==> config.mk <==
export PLATFORM = sky130hd
export DESIGN_NAME = cbr_refresh_seq
export DESIGN_NICKNAME = d
export VERILOG_FILES = /design/src/rtl/cbr_refresh_pkg.sv /design/src/rtl/cbr_phase_fsm.sv /design/src/rtl/cbr_addr_reg.sv /design/src/rtl/cbr_bus_drive.sv /design/src/rtl/cbr_refresh_seq.sv
export SDC_FILE = /design/constraint.sdc
export NUM_CORES = 1
export LEC_CHECK = 0
export BUFFER_PORTS_ARGS = -buffer_cell sky130_fd_sc_hd__buf_2
export CORE_MARGIN = 2
export CORE_UTILIZATION = 45
export CTS_BUF_LIST = sky130_fd_sc_hd__clkbuf_8
export CTS_CLUSTER_DIAMETER = 60
export DETAILED_ROUTE_END_ITERATION = 7
export PLACE_DENSITY_LB_ADDON = 0.2
export SYNTH_ARGS = -nofsm -noshare
export SYNTH_HDL_FRONTEND = slang
export SYNTH_HIERARCHICAL = 1
export SYNTH_SLANG_ARGS = --single-unit
==> constraint.sdc <==
create_clock -name clk -period 5.22 [get_ports clk]
set_input_delay 0.261 -clock clk [delete_from_list [all_inputs] [get_ports clk]]
set_output_delay 0.261 -clock clk [all_outputs]
set_load 0.05 [all_outputs]
==> src/rtl/cbr_refresh_pkg.sv <==
package cbr_refresh_pkg;

  typedef enum logic [2:0] {
    PH_IDLE     = 3'd0,
    PH_CAS_LOW  = 3'd1,
    PH_RAS_LOW  = 3'd2,
    PH_CAS_HIGH = 3'd3,
    PH_RAS_HIGH = 3'd4
  } phase_e;

  function automatic phase_e phase_after(input phase_e cur);
    case (cur)
      PH_CAS_LOW:  return PH_RAS_LOW;
      PH_RAS_LOW:  return PH_CAS_HIGH;
      PH_CAS_HIGH: return PH_RAS_HIGH;
      default:     return PH_IDLE;
    endcase
  endfunction

endpackage

==> src/rtl/cbr_phase_fsm.sv <==
module cbr_phase_fsm
  import cbr_refresh_pkg::*;
#(
  parameter int CNT_W           = 3,
  parameter int CAS_TO_RAS_Q    = 2,
  parameter int RAS_TO_CAS_Q    = 4,
  parameter int CAS_TO_RASREL_Q = 2
) (
  input  logic   clk,
  input  logic   rst_n,
  input  logic   qtick,
  input  logic   start,
  input  logic   stretch_en,
  output phase_e phase
);

  phase_e             phase_q;
  logic [CNT_W-1:0]   cnt_q;
  logic               stretch_q;
  logic [CNT_W-1:0]   dwell;
  logic               last_tick;

  always_comb begin
    case (phase_q)
      PH_CAS_LOW:  dwell = CNT_W'(CAS_TO_RAS_Q);
      PH_RAS_LOW:  dwell = CNT_W'(RAS_TO_CAS_Q) + CNT_W'(stretch_q);
      PH_CAS_HIGH: dwell = CNT_W'(CAS_TO_RASREL_Q);
      default:     dwell = CNT_W'(1);
    endcase
  end

  assign last_tick = (cnt_q == dwell - CNT_W'(1));

  always_ff @(posedge clk) begin
    if (!rst_n) begin
      phase_q   <= PH_IDLE;
      cnt_q     <= '0;
      stretch_q <= 1'b0;
    end else begin
      case (phase_q)
        PH_IDLE: begin
          if (start) begin
            phase_q   <= PH_CAS_LOW;
            cnt_q     <= '0;
            stretch_q <= stretch_en;
          end
        end
        PH_CAS_LOW, PH_RAS_LOW, PH_CAS_HIGH: begin
          if (qtick) begin
            if (last_tick) begin
              phase_q <= phase_after(phase_q);
              cnt_q   <= '0;
            end else begin
              cnt_q <= cnt_q + CNT_W'(1);
            end
          end
        end
        default: begin
          phase_q <= PH_IDLE;
          cnt_q   <= '0;
        end
      endcase
    end
  end

  assign phase = phase_q;

endmodule

==> src/rtl/cbr_addr_reg.sv <==
module cbr_addr_reg #(
  parameter int ADDR_W = 16
) (
  input  logic              clk,
  input  logic              rst_n,
  input  logic              wr_en,
  input  logic [ADDR_W-1:0] wr_data,
  input  logic              bump,
  output logic [ADDR_W-1:0] addr
);

  logic [ADDR_W-1:0] addr_r;

  always_ff @(posedge clk) begin
    if (!rst_n) begin
      addr_r <= '0;
    end else if (wr_en) begin
      addr_r <= wr_data;
    end else if (bump) begin
      addr_r <= addr_r + ADDR_W'(1);
    end
  end

  assign addr = addr_r;

endmodule

==> src/rtl/cbr_bus_drive.sv <==
module cbr_bus_drive
  import cbr_refresh_pkg::*;
#(
  parameter int                BUS_W       = 32,
  parameter int                ADDR_W      = 16,
  parameter int                NUM_CAS     = 4,
  parameter int                STATUS_W    = 4,
  parameter logic [STATUS_W-1:0] STATUS_CODE = 4'b0011
) (
  input  logic               clk,
  input  logic               rst_n,
  input  logic               capture,
  input  logic [ADDR_W-1:0]  addr,
  input  phase_e             phase,
  output logic [BUS_W-1:0]   bus_out,
  output logic               bus_oe,
  output logic               ras_n,
  output logic [NUM_CAS-1:0] cas_n
);

  localparam int PAD_W = BUS_W - ADDR_W - STATUS_W;

  logic [ADDR_W-1:0] snap_q;
  logic              cas_act;
  logic              ras_act;
  logic [BUS_W-1:0]  marker;

  always_ff @(posedge clk) begin
    if (!rst_n) begin
      snap_q <= '0;
    end else if (capture) begin
      snap_q <= addr;
    end
  end

  assign cas_act = (phase == PH_CAS_LOW) || (phase == PH_RAS_LOW);
  assign ras_act = (phase == PH_RAS_LOW) || (phase == PH_CAS_HIGH);
  assign bus_oe  = cas_act || ras_act;

  generate
    if (PAD_W > 0) begin : g_pad
      assign marker = {snap_q, {PAD_W{1'b0}}, STATUS_CODE};
    end else begin : g_nopad
      assign marker = {snap_q, STATUS_CODE};
    end
  endgenerate

  assign bus_out = bus_oe ? marker : '0;
  assign ras_n   = ~ras_act;

  generate
    for (genvar i = 0; i < NUM_CAS; i++) begin : g_cas
      assign cas_n[i] = ~cas_act;
    end
  endgenerate

endmodule

==> src/rtl/cbr_refresh_seq.sv <==
module cbr_refresh_seq
  import cbr_refresh_pkg::*;
#(
  parameter int                  ADDR_W          = 16,
  parameter int                  BUS_W           = 32,
  parameter int                  NUM_CAS         = 4,
  parameter int                  STATUS_W        = 4,
  parameter logic [STATUS_W-1:0] STATUS_CODE     = 4'b0011,
  parameter int                  CAS_TO_RAS_Q    = 2,
  parameter int                  RAS_TO_CAS_Q    = 4,
  parameter int                  CAS_TO_RASREL_Q = 2
) (
  input  logic               clk,
  input  logic               rst_n,
  input  logic               qtick,
  input  logic               req_valid,
  output logic               req_ready,
  input  logic               stretch_en,
  input  logic               wr_en,
  input  logic [ADDR_W-1:0]  wr_data,
  output logic [BUS_W-1:0]   bus_out,
  output logic               bus_oe,
  output logic               ras_n,
  output logic [NUM_CAS-1:0] cas_n,
  output logic               done
);

  localparam int MAX_A  = (CAS_TO_RAS_Q > CAS_TO_RASREL_Q) ? CAS_TO_RAS_Q : CAS_TO_RASREL_Q;
  localparam int MAX_DW = ((RAS_TO_CAS_Q + 1) > MAX_A) ? (RAS_TO_CAS_Q + 1) : MAX_A;
  localparam int CNT_W  = $clog2(MAX_DW + 1);

  phase_e            phase;
  logic              start;
  logic [ADDR_W-1:0] addr_q;

  assign req_ready = (phase == PH_IDLE);
  assign start     = req_valid && req_ready;
  assign done      = (phase == PH_RAS_HIGH);

  cbr_phase_fsm #(
    .CNT_W          (CNT_W),
    .CAS_TO_RAS_Q   (CAS_TO_RAS_Q),
    .RAS_TO_CAS_Q   (RAS_TO_CAS_Q),
    .CAS_TO_RASREL_Q(CAS_TO_RASREL_Q)
  ) u_fsm (
    .clk       (clk),
    .rst_n     (rst_n),
    .qtick     (qtick),
    .start     (start),
    .stretch_en(stretch_en),
    .phase     (phase)
  );

  cbr_addr_reg #(
    .ADDR_W(ADDR_W)
  ) u_addr (
    .clk    (clk),
    .rst_n  (rst_n),
    .wr_en  (wr_en),
    .wr_data(wr_data),
    .bump   (done),
    .addr   (addr_q)
  );

  cbr_bus_drive #(
    .BUS_W      (BUS_W),
    .ADDR_W     (ADDR_W),
    .NUM_CAS    (NUM_CAS),
    .STATUS_W   (STATUS_W),
    .STATUS_CODE(STATUS_CODE)
  ) u_bus (
    .clk    (clk),
    .rst_n  (rst_n),
    .capture(start),
    .addr   (addr_q),
    .phase  (phase),
    .bus_out(bus_out),
    .bus_oe (bus_oe),
    .ras_n  (ras_n),
    .cas_n  (cas_n)
  );

endmodule

==> metrics <==
run status=finished, final reports clean; buffers added on ports=47; Sequential Power Share=32.5%; Final setup viols=0; CTS tree=built; post-synthesis average cell area=9.59 um2; Post-CTS Hold Fix Bufs=0; hold path cells=2; synthesized area=2350 um2; WHS=0.198 ns; worst path bufs/invs=0; core footprint=5070 um2; Register-to-Register Setup Slack=2.97 ns; Fill cells=495; DP Wirelength=3070 um; Worst-Margin Slew=0.845 ns; clock power share=22.7%; Initial Utilization=46.3%; gr ovfl total=0; critical-path cell list=nand2b_1, a21oi_2, ha_1, xor2_1, xnor2_1, nand2_1, nor3_1, mux2i_1; GRT Overall Usage=15.2%; peak supply drop=0.000336 V; delay-heaviest family, CP=flip-flops; Die W=76.3 um; cell with the most instances after synthesis=dfxtp_1; num rows=26; number of enable flip-flop cells after synthesis=0; Final Slew Violations=0; flops & latches, synth=39; Psw=0.509 mW; clock root buffer=clkbuf_8; switching share of power=44.3%; Pwr Total=1.15 mW; Max Cap Viol=0; count of unique library cells instantiated by Yosys=46; sequential-to-total area share from yosys stat=33.2%; fin crit share=43.0%; CTS buffer count=5; worst reg2reg path depth=8; initial DRC count=61; first-pass GRT wire length=7330 um; Clock Latency Late Sink=0.29 ns; DR vias=1721; Final #Nets=309; Yosys warning total=6; Worst R2R End=u_fsm/phase[1]; Rel. slew slack=43.6%; CTS sink cnt=39; post-CTS setup buffers=0; WS Path Type=reg -> reg; initial antenna violation count=0; CTS clock-pin slew for the worst setup and hold paths=0.07 ns; Antenna Cells=0; Ports=62; CP Max Fanout=13; Area Growth Syn to Fin=11.9%; vias in the first global route=1565; post_cts resized=0; top cells by area, synth=dfxtp_1 (33%), mux2i_1 (8.1%), buf_4 (6.4%); die area=5820 um2; pin count of the biggest net entering global routing=40; WP data required=5.43 ns; post-route ant nets=0; Logic pwr share=44.8%; placer congestion estimate=0.849; ys async rst share=0%; die height=76.3 um; Post-Syn Instances=245; Placement Cell Area=2510 um2; # H-tree levels=2; Worst Hold End=u_addr/addr[1]; RSZ-0062 raised after global routing=no; Tmin final=2.25 ns; CP max-delay cell=dfxtp_1; post-route cell area=2630 um2; leakage=1.15 nW; Clock Path Buffers=2; worst reg2reg startpoint=u_fsm/phase[1]; internal power=0.641 mW; startpoint types=flip-flop; worst hold path startpoint=wr_data[1]; Synth Flop Type=dfxtp_1; final hold vios=0; largest area contributor in the synthesized netlist=dfxtp_1; fraction of layout cells with a size suffix above 1=28.8%; fmax=445 MHz; DR DRC count=0; skew final=0.00837 ns; crit path DAT=2.46 ns; Setup TNS=0 ns; vias per cell=4.85; synth cell count leaders=dfxtp_1 (39), buf_4 (20), mux2i_1 (19); Worst path max stage delay=0.61 ns; DRT Wirelength=4390 um; DR WL/cell=12.4 um; Hold Crit Class=in -> reg; top cell type's share of synthesized area=33.2%; Setup crit end kind=flip-flop; PwrDens=437 nW/um2; router iterations before antenna repair=4
==> cell usage in the layout (no fill, tap or decap), types with 3 or more instances in the layout <==
cell / n
conb_1: 14
and2_1: 7
nor4_2: 4
nor2b_1: 18
nand3_1: 4
xor2_1: 6
nand2b_1: 3
o211a_1: 5
ha_1: 3
o21ai_0: 13
mux2i_1: 19
nand4_1: 4
nor2_1: 3
xnor2_1: 13
clkbuf_8: 6
inv_1: 4
nand2_1: 15
dfxtp_1: 39
and2_4: 9
a21oi_1: 11
buf_2: 47
nor3_1: 7
==> area by class of cell <==
class	instances	area, um2	area share (%)
Multi-Input combinational cell	184	1370	52.3
Sequential cell	39	781	29.7
Timing Repair Buffer	49	250	9.52
Tap cell	70	87.6	3.33
Clock buffer	6	82.6	3.14
Clock inverter	2	35.0	1.33
Inverter	5	18.8	0.714
==> logic make-up (layout without fill, tap and decap cells) <==
| logic type | Yosys count | after routing | synth area share (%) |
|---|---|---|---|
| other | 1 | 14 | 0.160 |
| XOR/XNOR | 20 | 20 | 7.77 |
| multiplexers | 19 | 19 | 8.09 |
| buffers and inverters | 35 | 62 | 10.8 |
| AO/OA/AOI/OAI | 38 | 38 | 11.2 |
| AND/OR/NAND/NOR | 90 | 90 | 27.2 |
| adder cells (fa/ha/maj) | 3 | 3 | 1.60 |
| flip-flops | 39 | 39 | 33.2 |
==> through the flow <==
| step | instances | utilization (%) | worst slack, ns |
|---|---|---|---|
| 4_1_cts | 355 | 51.8 | 2.94 |
| 6_report | 355 | 51.8 | 2.97 |
| 3_5_place_dp | 347 | 49.5 | 2.98 |
| 5_1_grt | 355 | 51.8 | 2.74 |
| 3_3_place_gp | 347 | 49.5 | 3.08 |
| 2_1_floorplan | 258 | - | 2.38 |
==> registers in the layout (all words and copies together) (netlist names) <==
signal,cells
u_addr/addr,16
u_fsm/phase,3
u_fsm/stretch_q,1
u_bus/snap_q,16
u_fsm/cnt_q,3
==> worst reg2reg max path, cell delays in order, from the launching register on <==
cell and delay [ns]:
dfxtp_1 0.61, nand2b_1 0.14, a21oi_2 0.23, ha_1 0.20, xor2_1 0.18, xnor2_1 0.14, nand2_1 0.12, nor3_1 0.34
mux2i_1 0.22
==> power groups by stage <==
stage / clock (mW) / sequential, mW / combinational, mW
final: 0.261 / 0.374 / 0.515
after global routing: 0.277 / 0.379 / 0.552
after CTS: 0.267 / 0.374 / 0.518
after detailed placement: 0 / 0.381 / 0.516
after global placement: 0 / 0.380 / 0.513
after floorplan: 0 / 0.368 / 0.488
==> how the worst max path moves through the flow <==
| stage | from | slack [ns] | depth (start not counted) | end |
|---|---|---|---|---|
| floorplan | u_fsm/phase[1] | 2.38 | 7 | u_addr/addr[12] |
| global placement | u_fsm/phase[1] | 3.08 | 8 | u_fsm/phase[1] |
| detailed placement | u_fsm/phase[1] | 2.98 | 8 | u_fsm/phase[1] |
| CTS | u_fsm/phase[1] | 2.94 | 8 | u_fsm/phase[1] |
| global route | u_fsm/phase[1] | 2.74 | 8 | u_fsm/phase[1] |
| finish | u_fsm/phase[1] | 2.97 | 8 | u_fsm/phase[1] |
==> per-layer routing <==
| layer | wire length, um | track usage [%] |
|---|---|---|
| met3 | 165 | 3.44 |
| met1 | 2080 | 19.0 |
| met2 | 2100 | 26.0 |
| met4 | 38 | 4.36 |
| met5 | 0 | 0 |
Note: power is estimated with default switching activity, not from simulation.
